## src/rtl/rst_seq_pkg.sv

```systemverilog
package rst_seq_pkg;
  typedef enum logic [1:0] {
    IDLE_RUN       = 2'd0,
    ENTER_WAIT_ACK = 2'd1,
    IN_RESET       = 2'd2,
    EXIT_WAIT_ACK  = 2'd3
  } seq_state_e;
endpackage

```

## src/rtl/rsq_cold_sync.sv

```systemverilog
module rsq_cold_sync #(
  parameter int STAGES = 2
) (
  input  logic clk,
  input  logic por_n,
  input  logic cold_rst_n,
  output logic req_rst
);
  logic             arst_n;
  logic [STAGES-1:0] sync_q;

  assign arst_n = por_n & cold_rst_n;

  // asserted immediately, removed after STAGES edges
  always_ff @(posedge clk or negedge arst_n) begin
    if (!arst_n) sync_q <= '0;
    else         sync_q <= {sync_q[STAGES-2:0], 1'b1};
  end

  assign req_rst = ~sync_q[STAGES-1];
endmodule

```

## src/rtl/rsq_ack_agg.sv

```systemverilog
module rsq_ack_agg #(
  parameter int N      = 4,
  parameter int STAGES = 2
) (
  input  logic         clk,
  input  logic         por_n,
  input  logic [N-1:0] ack_i,
  input  logic [N-1:0] mask_i,
  output logic         all_set,
  output logic         all_clr
);
  logic [N-1:0] ack_s;

  for (genvar i = 0; i < N; i++) begin : g_sync
    logic [STAGES-1:0] stg_q;
    always_ff @(posedge clk or negedge por_n) begin
      if (!por_n) stg_q <= '0;
      else        stg_q <= {stg_q[STAGES-2:0], ack_i[i]};
    end
    assign ack_s[i] = stg_q[STAGES-1];
  end

  logic set_d, clr_d;
  assign set_d = &(ack_s | ~mask_i);
  assign clr_d = ~|(ack_s & mask_i);

  always_ff @(posedge clk or negedge por_n) begin
    if (!por_n) begin
      all_set <= 1'b0;
      all_clr <= 1'b0;
    end else begin
      all_set <= set_d;
      all_clr <= clr_d;
    end
  end
endmodule

```

## src/rtl/rsq_fsm.sv

```systemverilog
module rsq_fsm
  import rst_seq_pkg::*;
#(
  parameter int TIMEOUT_CYC = 1024
) (
  input  logic clk,
  input  logic por_n,
  input  logic req_rst,
  input  logic all_set,
  input  logic all_clr,
  output logic drive_rst,
  output logic ack_asrt,
  output logic run_ok,
  output logic timeout_err
);
  localparam int CW = $clog2(TIMEOUT_CYC + 1);
  localparam logic [CW-1:0] LAST = CW'(TIMEOUT_CYC - 1);

  seq_state_e state_q, state_d;
  logic [CW-1:0] cnt_q, cnt_d;
  logic waiting, cnt_en, err_set;

  always_comb begin
    state_d = state_q;
    unique case (state_q)
      IDLE_RUN:       if (req_rst)  state_d = ENTER_WAIT_ACK;
      ENTER_WAIT_ACK: if (all_set)  state_d = IN_RESET;
      IN_RESET:       if (!req_rst) state_d = EXIT_WAIT_ACK;
      EXIT_WAIT_ACK:  if (all_clr)  state_d = IDLE_RUN;
      default:                      state_d = IN_RESET;
    endcase
  end

  assign waiting = (state_q == ENTER_WAIT_ACK) || (state_q == EXIT_WAIT_ACK);
  assign err_set = waiting && (cnt_q == LAST);
  assign cnt_en  = !waiting || (state_d != state_q) || (cnt_q != LAST);

  always_comb begin
    if (!waiting || (state_d != state_q)) cnt_d = '0;
    else                                  cnt_d = cnt_q + 1'b1;
  end

  always_ff @(posedge clk or negedge por_n) begin
    if (!por_n) begin
      state_q     <= IN_RESET;
      drive_rst   <= 1'b1;
      ack_asrt    <= 1'b1;
      run_ok      <= 1'b0;
      cnt_q       <= '0;
      timeout_err <= 1'b0;
    end else begin
      state_q   <= state_d;
      drive_rst <= (state_d == ENTER_WAIT_ACK) || (state_d == IN_RESET);
      ack_asrt  <= (state_d == IN_RESET) || (state_d == EXIT_WAIT_ACK);
      run_ok    <= (state_d == IDLE_RUN);
      if (cnt_en)  cnt_q       <= cnt_d;
      if (err_set) timeout_err <= 1'b1;
    end
  end
endmodule

```

## src/rtl/rst_handshake_seq.sv

```systemverilog
module rst_handshake_seq #(
  parameter int N           = 4,
  parameter int SYNC_STAGES = 2,
  parameter int TIMEOUT_CYC = 1024
) (
  input  logic         clk,
  input  logic         por_n,
  input  logic         cold_rst_n,
  input  logic [N-1:0] blk_ack,
  input  logic [N-1:0] blk_mask,
  input  logic         strm_rdy_i,
  input  logic         csr_rdy_i,
  output logic [N-1:0] blk_rst_n,
  output logic         agg_ack_n,
  output logic         strm_rdy_o,
  output logic         csr_rdy_o,
  output logic         timeout_err
);
  logic req_rst, all_set, all_clr, drive_rst, ack_asrt, run_ok;

  rsq_cold_sync #(.STAGES(SYNC_STAGES)) u_cold (
    .clk(clk), .por_n(por_n), .cold_rst_n(cold_rst_n), .req_rst(req_rst)
  );

  rsq_ack_agg #(.N(N), .STAGES(SYNC_STAGES)) u_agg (
    .clk(clk), .por_n(por_n), .ack_i(blk_ack), .mask_i(blk_mask),
    .all_set(all_set), .all_clr(all_clr)
  );

  rsq_fsm #(.TIMEOUT_CYC(TIMEOUT_CYC)) u_fsm (
    .clk(clk), .por_n(por_n), .req_rst(req_rst), .all_set(all_set),
    .all_clr(all_clr), .drive_rst(drive_rst), .ack_asrt(ack_asrt),
    .run_ok(run_ok), .timeout_err(timeout_err)
  );

  assign blk_rst_n  = {N{~drive_rst}};
  assign agg_ack_n  = ~ack_asrt;
  assign strm_rdy_o = strm_rdy_i & run_ok;
  assign csr_rdy_o  = csr_rdy_i & run_ok;
endmodule

```

## config.mk

```make
export PLATFORM = sky130hd
export DESIGN_NAME = rst_handshake_seq
export DESIGN_NICKNAME = d
export VERILOG_FILES = /design/src/rtl/rst_seq_pkg.sv /design/src/rtl/rsq_cold_sync.sv /design/src/rtl/rsq_ack_agg.sv /design/src/rtl/rsq_fsm.sv /design/src/rtl/rst_handshake_seq.sv
export SDC_FILE = /design/constraint.sdc
export NUM_CORES = 1
export LEC_CHECK = 0
export BUFFER_PORTS_ARGS = -buffer_cell sky130_fd_sc_hd__buf_2
export CORE_ASPECT_RATIO = 0.8
export CORE_UTILIZATION = 49
export CTS_CLUSTER_DIAMETER = 120
export DETAILED_ROUTE_END_ITERATION = 10
export GPL_ROUTABILITY_DRIVEN = 0
export PLACE_DENSITY = 0.72
export SLEW_MARGIN = 10
export SYNTH_ARGS = -nofsm -noshare
export SYNTH_HDL_FRONTEND = slang
export SYNTH_SLANG_ARGS = --single-unit
```

## constraint.sdc

```tcl
create_clock -name clk -period 1.6 [get_ports clk]
set_clock_uncertainty 0.2 [all_clocks]
set_input_delay 0.16 -clock clk [delete_from_list [all_inputs] [get_ports clk]]
set_output_delay 0.16 -clock clk [all_outputs]
set_load 0.02 [all_outputs]
```

==> results of run 1 <==
==> stage by stage <==
| step | power, uW | utilization, % | cells | cell area (um2) |
|---|---|---|---|---|
| 2_1_floorplan | 1420 | - | 115 | 1300 |
| 3_3_place_gp | 1590 | 60.5 | 177 | 1490 |
| 3_5_place_dp | 1620 | 60.5 | 177 | 1490 |
| 4_1_cts | 2170 | 69.0 | 198 | 1700 |
| 5_1_grt | 2510 | 73.2 | 203 | 1800 |
| 6_report | 2360 | 73.2 | 203 | 1800 |
==> worst max-delay path, cell delays in order (launching register included) <==
cell	delay [ns]
dfrtp_1	0.42
ha_4	0.17
nand4b_4	0.12
nor3_4	0.26
buf_4	0.17
mux2i_1	0.17
nor2_1	0.05
==> cells by family (layout without fill, tap and decap cells) <==
family,count (synthesis),in the layout,synth area share [%]
adder cells (fa/ha/maj),4,4,3.92
AND/OR/NAND/NOR,39,39,17.9
AO/OA/AOI/OAI,21,21,10.5
buffers and inverters,15,67,5.59
multiplexers,4,4,3.24
flip-flops,29,29,57.2
XOR/XNOR,2,2,1.37
other,1,1,0.294
==> worst paths after layout <==
kind / start / to / slack [ns] / cells past startpoint
setup / recovery: u_fsm.cnt_q[1] / u_fsm.cnt_q[1] / -0.07 / 6
hold / removal: por_n / u_fsm.cnt_q[4] / 0.07 / 2
max in group asynchronous: por_n / u_cold.sync_q[0] / 0.19 / 4
hold reg to reg: u_cold.sync_q[0] / u_cold.sync_q[1] / 0.16 / 0
min in group clk: u_cold.sync_q[0] / u_cold.sync_q[1] / 0.16 / 0
setup reg to reg: u_fsm.cnt_q[1] / u_fsm.cnt_q[1] / -0.07 / 6
==> cell usage after synthesis, types with 2 or more instances <==
master / instances / area share (%)
dfrtp_1: 26 / 51
inv_1: 11 / 3.2
o21ai_0: 8 / 3.1
nand2_1: 7 / 2.1
nor2_1: 7 / 2.1
nand3_1: 5 / 2.0
and2_1: 4 / 2.0
buf_4: 4 / 2.4
ha_1: 4 / 3.9
a21oi_1: 3 / 1.2
dfstp_2: 3 / 6.2
mux2i_1: 3 / 2.4
nand4_1: 3 / 1.5
or3_1: 3 / 1.5
a221oi_1: 2 / 1.4
xor2_1: 2 / 1.4
==> layout make-up <==
cell class | instances | area share (%)
repair buffers | 48 | 19.7
well taps | 36 | 2.50
clock inverters | 2 | 0.764
flip-flops and latches | 29 | 40.6
inverters | 11 | 2.29
multi-input cells | 71 | 31.4
clock buffers | 6 | 2.85
==> per-layer routing <==
metal	GRT usage, %	part of all wire, %	vias up
met4	5.24	0.67	0
li1	-	-	495
met1	21.7	42	519
met2	38.0	54	27
met5	0	0	-
met3	8.92	3.4	2
==> power by group <==
part	total (uW)	internal (uW)	switching, uW
sequential	956	871	85.1
combinational	927	445	482
clock	473	214	259
==> sequential cells by signal, summed over array words and instances, names as in the netlist <==
signal / count
u_fsm.ack_asrt: 1
u_fsm.cnt_q: 11
u_fsm.state_q: 2
u_agg.g_sync.stg_q: 8
u_fsm.timeout_err: 1
u_agg.all_set: 1
u_cold.sync_q: 2
u_fsm.run_ok: 1
u_fsm.drive_rst: 1
u_agg.all_clr: 1
==> repair_timing <==
| action | 4_1_cts | 5_1_grt |
|---|---|---|
| resized for setup | 8 | 18 |
| buffers inserted | 1 | 5 |
| pin swaps | 3 | 10 |
| hold endpoints to repair | 33 | 0 |
| endpoints found under the setup margin | 10 | 15 |
| gates cloned | 0 | 0 |
| hold buffers | 12 | 0 |
==> impl_results.md, run 1 <==
* Detailed Route WL at around 2900 um
* Mapped cell area at about 1300 um2
* H-tree depth at 2
* Most common cell after layout, fill and taps aside: dfrtp_1
* Highest-count cells in the layout ignoring fill and taps: dfrtp_1 (25), buf_2 (19), buf_4 (13)
* FF+latch count, synth at 29
* Initial DRT Pass Iterations at 4
* CP max FO at 3
* Antenna Cells at 0
* Total GRT Usage at between 20% and 30%
* Final TNS setup at -0.259 ns
* 1st-iter DRT viols at 26
* PwrDens at roughly 1300 nW/um2
* Syn. warnings at 0
* Routed vias/inst at between 5 and 6
* Worst skew pair latency at between 0.3 and 0.4 ns
* Min cycle time layout at roughly 1.7 ns
* Fillers at 171
* Hold WC Path Type: input pin to async pin
* Post-DR wirelength/cell at 14.1 um
* CTS clock-pin slew for the worst setup and hold paths at around 0.10 ns
* Lkg Pwr at between 0.0009 and 0.001 uW
* Critical Path AT at about 1.7 ns
* Nets at between 150 and 200
* Max Clock Freq at about 600 MHz
* Post-synthesis sequential area ratio at ~57%
* Failing checks: setup timing
* Clock Sinks at 29
* Post-route antenna net violation count at 0
* Dpl ws at -0.0583 ns
* Pin count of the biggest net entering global routing at 23
* Syn nets at roughly 130
* Die Y at approximately 48 um
* Grt ovf at 0
* Initial Util at between 50 and 60%
* Final period utilization at 105%
* Die ar. at between 2000 and 3000 um2
* Final setup fails at 6
* CP Data Required Time at ~1.6 ns
* Hpwl dp at between 1500 and 2000 um
* Worst Setup End Kind: register
* CTS tree: built
* Critical Path Start Type: register
* Layout area overhead at 41.2%
* Routed via count at 1043
* IO Pins at 21
* Layout cells sized above 1 at between 40% and 50%
* Global-route wire length before repair at approximately 4000 um
* Final hold slack at ~0.075 ns
* Cells after Synth at about 120
* Slew Viols, Final at 0
* EDFF count, synth at 0
* TritonCTS buffer count at 5
* Synthesized area per cell at 11.1 um2
* Kind of critical path: register to register
* # port buffers at 20
* Peak supply drop at between 800 and 900 uV
* Footprint of the multi-input gates at 566 um2
* Synth unique cells at 36
* Initial antenna violation count at 0
* Max Cap Violations at 0
* Post-synth ARST share at 100%
* Status: complete, but fails checks
* Unrepaired setup endpoints after global routing: true
* Core ar. at between 2000 and 2500 um2
* CTS Root Buffer Type: clkbuf_4
* Die W at ~59 um
* Worst Slack Setup Final at -0.0723 ns
* Main synth FF type: dfrtp_1
* Register Area at 731 um2
* Final Hold Viols at 0
* Vias in the first global route at between 900 and 1000
* # rows at 16
* Clock buffer depth at 2
* Drc violations at 0
No activity file was read; power rests on OpenSTA's default activity.
==> run 2, diff against run 1 <==
- HOLD_SLACK_MARGIN: default -> 0.15
==> run 2 against run 1 <==
Against the previous run:
- the flow still finishes with violations (setup timing)
- non-clock buffer count fell by 2
- cell area fell by 2.2%
- sequential share of layout area rose by 0.92 points
- power fell by 6.0%
- cell count fell by 0.99%
==> impl_results.md, run 2 (synthesis results as in run 1) <==
* Die Y at between 40 and 50 um
* Slew Viols, Final at 0
* Layout area overhead at 38.0%
* Post-DR wirelength/cell at around 13 um
* Crit path max-delay cell type: dlygate4sd3_1
* Min cycle time layout at 1.64 ns
* Unrepaired setup endpoints after global routing: true
* Cell-internal power at approximately 1400 uW
* Worst Setup End Kind: register
* Vias in the first global route at roughly 1000
* Worst skew pair latency at between 0.3 and 0.4 ns
* Top reg by flops: u_fsm.cnt_q
* CTS clock-pin slew for the worst setup and hold paths at about 0.10 ns
* H-tree depth at 2
* Cell Chain, Critical Path: dlygate4sd3_1 > buf_2 > a221oi_1 > dlygate4sd3_1
* Global-route wire length before repair at between 3000 and 4000 um
* Max Cap Violations at 0
* Post-Layout Inst Area at between 1500 and 2000 um2
* Post-route antenna net violation count at 0
* # port buffers at 20
* Final period utilization at 103%
* R2r endpoint: u_fsm.cnt_q[1]
* Reg2Reg Setup Slack at -0.04 ns
* Placed standard-cell area at 1490 um2
* Clock buffer depth at 2
* Antenna Cells at 0
* Initial antenna violation count at 0
* Grt ovf at 0
* # rows at 16
* Slowest cell delay on critical path at approximately 0.59 ns
* CTS Hold Bufs at 12
* Crit path top cell by count: dlygate4sd3_1
* CTS Root Buffer Type: clkbuf_4
* Pin count of the biggest net entering global routing at 23
* Final setup fails at 5
* Routed via count at between 1000 and 1500
* Most common cell after layout, fill and taps aside: dfrtp_1
* Hold WC Path Type: input pin to async pin
* R2R Path Start: u_fsm.cnt_q[1]
* 1st-iter DRT viols at 23
* Nets at around 180
* Sequential share of power at 42.9%
* Clk pwr share at between 20% and 30%
* IO Pins at 21
* Failing checks: setup timing
* Lkg Pwr at slightly below 0.0009 uW
* CTS tree: built
* Die ar. at around 2800 um2
* Sw frac at 34.6%
* Critical Path AT at between 1.5 and 2 ns
* Total GRT Usage at just over 20%
* Detailed Route WL at 2660 um
* Routed vias/inst at 5.07
* Max reg flops at 11
* Max Clock Freq at 609 MHz
* Final Hold Viols at 0
* PwrDens at between 1000 and 1500 nW/um2
* Peak supply drop at 802 uV
* Layout Utilization at between 70% and 80%
* Core ar. at 2460 um2
* Clock Sinks at 29
* Hpwl dp at 1660 um
* Comb power frac at 35.9%
* Cells on worst reg2reg path at 6
* TritonCTS buffer count at 5
* Layout cells sized above 1 at 39.4%
* Status: complete, but fails checks
* Biggest registers after layout: u_fsm.cnt_q x11, u_agg.g_sync.stg_q x8
* Critical Path Start Type: input pin
* Drc violations at 0
* Initial Util at about half
* Initial DRT Pass Iterations at 4
* Highest-count cells in the layout ignoring fill and taps: dfrtp_1 (25), buf_2 (20), dlygate4sd3_1 (12), buf_4 (12), inv_1 (10)
* CP Data Required Time at about 1.7 ns
* Worst Slack Setup Final at -0.0430 ns
* Switching power at approximately 770 uW
* CP max FO at 2
* Die W at just under 60 um
* Kind of critical path: input pin to register
[run 2: worst max-delay path by stage]
stage                     endpoint             start
finish               u_agg.all_set       blk_mask[2]
CTS                 u_fsm.cnt_q[5]    u_fsm.cnt_q[1]
detailed placement  u_fsm.cnt_q[9]  u_fsm.state_q[1]
global route        u_fsm.cnt_q[0]    u_fsm.cnt_q[1]
floorplan           u_fsm.cnt_q[1]    u_fsm.cnt_q[1]
global placement    u_fsm.cnt_q[1]    u_fsm.cnt_q[1]
[run 2: per-layer routing]
metal	vias up	share of wire (%)	track usage [%]
li1	488	-	-
met1	497	42	21.8
met2	30	53	38.6
met3	4	4.6	8.92
met4	0	0.64	5.24
met5	-	0	0
[run 2: through the flow]
stage / total power [uW] / TNS (ns) / instances / hold slack, ns / worst slack, ns
2_1_floorplan: 1420 / -0.0347 / 115 / -0.336 / -0.0347
3_3_place_gp: 1590 / -0.00529 / 177 / -0.150 / -0.00529
6_report: 2210 / -0.152 / 201 / 0.116 / -0.0430
4_1_cts: 2170 / 0 / 198 / 0.115 / 0.000554
3_5_place_dp: 1620 / -0.155 / 177 / -0.148 / -0.0583
5_1_grt: 2380 / -0.631 / 201 / 0.132 / -0.103
[run 2: worst max-delay path, delay by kind of cell]
family | cells | cell delay, ns
buffers and inverters | 3 | 1.26
AO/OA/AOI/OAI | 1 | 0.29
[run 2: cell type report]
class | instances | area [um2]
inverter | 11 | 41.3
sequential | 29 | 731
multi-input combinational | 71 | 547
clock inverter | 2 | 13.8
timing repair buffer | 46 | 333
clock buffer | 6 | 51.3
fill | 183 | 701
tap | 36 | 45.0
[run 2: repair_timing]
action                                  CTS  global route
buffers inserted                          1             3
endpoints found under the setup margin   10            13
pin swaps                                 3             9
gates resized for setup                   8            15
hold endpoints to repair                 33            18
[run 2: power groups by stage]
stage	sequential, uW	clock (uW)	combinational [uW]
after floorplan	971	0	452
after detailed placement	956	0	664
after CTS	944	484	740
final	951	470	794
after global placement	950	0	641
after global routing	961	533	888
==> run 3, diff against run 2 <==
- REMOVE_ABC_BUFFERS: default -> 1
==> run 3 against run 2 <==
Against the previous run:
- the flow still finishes with violations (setup timing)
- fmax up 0.85%
- sequential share of layout area down 0.78 points
- cell count up 0.50%
- wire length up 0.72%
- core utilization up 1.4 points
- first-iteration DRC count unchanged
- worst hold slack better by 0.039 ns
- power up 6.9%
- count of clock-buffer cells in the layout up 1
- non-clock buffer count up 1
==> impl_results.md, run 3 (synthesis results as in run 1) <==
* Nets at ~180
* IO Pins at 21
* Clock Sinks at 29
* Clock buffer depth at 2
* 1st-iter DRT viols at 23
* Top reg by flops: u_fsm.cnt_q
* Fillers at 180
* Pin count of the biggest net entering global routing at 13
* Total GRT Usage at between 20% and 30%
* PnR Total Power at between 2000 and 2500 uW
* Register Area at between 700 and 800 um2
* Global-route wire length before repair at 3980 um
* Dpl ws at -0.107 ns
* Comb power frac at between 30 and 40%
* Switching power at around 750 uW
* Critical Path AT at 1.69 ns
* Biggest registers after layout: u_fsm.cnt_q x11, u_agg.g_sync.stg_q x8
* Die ar. at 2810 um2
* Die Y at 47.6 um
* Unrepaired setup endpoints after global routing: true
* Min cycle time layout at about 1.6 ns
* Initial antenna violation count at 0
* Failing checks: setup timing
* Cell Chain, Critical Path: nand3_2 > or2_1 > or3_4 > a21oi_2
* Worst slew pin tran at 0.524 ns
* Initial Util at slightly above 50%
* Most common cell after layout, fill and taps aside: dfrtp_1
* Grt ovf at 0
* Cell-internal power at around 1600 uW
* Placed standard-cell area at 1470 um2
* Buffers & Inverters on Critical Path at 0
* Initial DRT Pass Iterations at 4
* CP max FO at 6
* Hold WC Path Type: register to register
* Layout area overhead at 40.7%
* Footprint of the multi-input gates at around 550 um2
* CP top delay family: simple AND/OR/NAND/NOR gates
* CTS clock-pin slew for the worst setup and hold paths at ~0.09 ns
* Critical Path Start Type: register
* TritonCTS buffer count at 5
* Worst Slack Setup Final at -0.0291 ns
* H-tree depth at 2
* Final period utilization at 102%
* Max Clock Freq at between 600 and 700 MHz
* Detailed Route WL at about 2700 um
* Max reg flops at 11
* Kind of critical path: register to register
* Cells after DPL at ~180
* Finished Layout Cells at around 200
* Worst Setup End Kind: register
* Peak supply drop at between 800 and 900 uV
* PwrDens at 1320 nW/um2
* Routed vias/inst at 5.05
* Final TNS setup at -0.0291 ns
* Worst skew pair latency at 0.33 ns
* Rel. slew slack at between 60% and 70%
* CP Data Required Time at between 1.5 and 2 ns
* Die W at about 60 um
* Vias in the first global route at 950
* Core ar. at 2460 um2
* Clk pwr share at 26.4%
* Post-DR wirelength/cell at 13.2 um
* Antenna Cells at 0
* Slowest cell delay on critical path at around 0.46 ns
* Post-Layout Inst Area at ~1800 um2
* # rows at 16
* Slew Viols, Final at 0
* Sw frac at between 30% and 40%
* # port buffers at 20
* Hpwl dp at about 1700 um
* Final Hold Viols at 0
* CTS tree: built
* Lkg Pwr at 0.000917 uW
* Status: complete, but fails checks
* Layout cells sized above 1 at a little under two fifths
* Highest-count cells in the layout ignoring fill and taps: dfrtp_1 (25), buf_2 (20), buf_4 (13)
* Crit path max-delay cell type: dfrtp_1
* Drc violations at 0
* Max Cap Violations at 0
* Sequential share of power at slightly above 40%
* Routed via count at between 1000 and 1500
* Final setup fails at 1
* CTS Root Buffer Type: clkbuf_4
* Post-route antenna net violation count at 0
==> run 3: cell types whose count changed in the layout (fill, tap and decap cells not counted), sizes merged <==
cell,delta
buf,+1
dlygate4sd3,-1
dlymetal6s4s,+1
bufinv,+1
clkbuf,+1
clkinv,-2
==> run 3: worst paths after layout <==
kind                                     startpoint                       end  slack [ns]  depth (start not counted)
min                        u_agg.g_sync[0].stg_q[0]  u_agg.g_sync[0].stg_q[1]        0.16                          0
min reg2reg                u_agg.g_sync[0].stg_q[0]  u_agg.g_sync[0].stg_q[1]        0.16                          0
max reg2reg                          u_fsm.cnt_q[3]            u_fsm.cnt_q[5]       -0.03                          4
min in group asynchronous                     por_n          u_cold.sync_q[0]        0.17                          3
max in group asynchronous                     por_n          u_fsm.state_q[0]        0.42                          3
max                                  u_fsm.cnt_q[3]            u_fsm.cnt_q[5]       -0.03                          4
==> run 3: layer usage <==
layer	vias to the layer above	part of all wire (%)	GRT usage (%)
li1	492	-	-
met1	495	42	24.2
met2	26	51	36.6
met3	7	4.3	5.68
met4	0	2.9	15.7
met5	-	0	0
==> run 3: power groups by stage <==
| stage | registers, uW | clock network, uW | logic [uW] |
|---|---|---|---|
| floorplan | 958 | 0 | 368 |
| global placement | 943 | 0 | 604 |
| detailed placement | 953 | 0 | 616 |
| CTS | 949 | 640 | 764 |
| global route | 970 | 669 | 860 |
| finish | 956 | 624 | 787 |
==> run 3: area by class of cell <==
| type | instances | share of cell area, % |
|---|---|---|
| Sequential cell | 29 | 40.7 |
| Multi-Input combinational cell | 71 | 30.7 |
| Timing Repair Buffer | 47 | 19.1 |
| Clock buffer | 7 | 3.07 |
| Tap cell | 36 | 2.51 |
| Inverter | 11 | 2.30 |
| Clock inverter | 1 | 1.67 |
==> run 3: through the flow <==
| stage | utilization (%) | hold slack [ns] |
|---|---|---|
| CTS | 71.9 | 0.160 |
| global placement | 59.9 | -0.154 |
| detailed placement | 59.9 | -0.142 |
| finish | 72.9 | 0.155 |
| floorplan | - | -0.336 |
| global route | 72.9 | 0.164 |
==> run 3: what timing repair did <==
item / 4_1_cts / 5_1_grt
endpoints found under the setup margin: 10 / 24
resized for setup: 16 / 11
endpoints found under the hold margin: 35 / 0
pin swaps: 9 / 6
buffers inserted: 5 / 0
hold buffers: 12 / 0
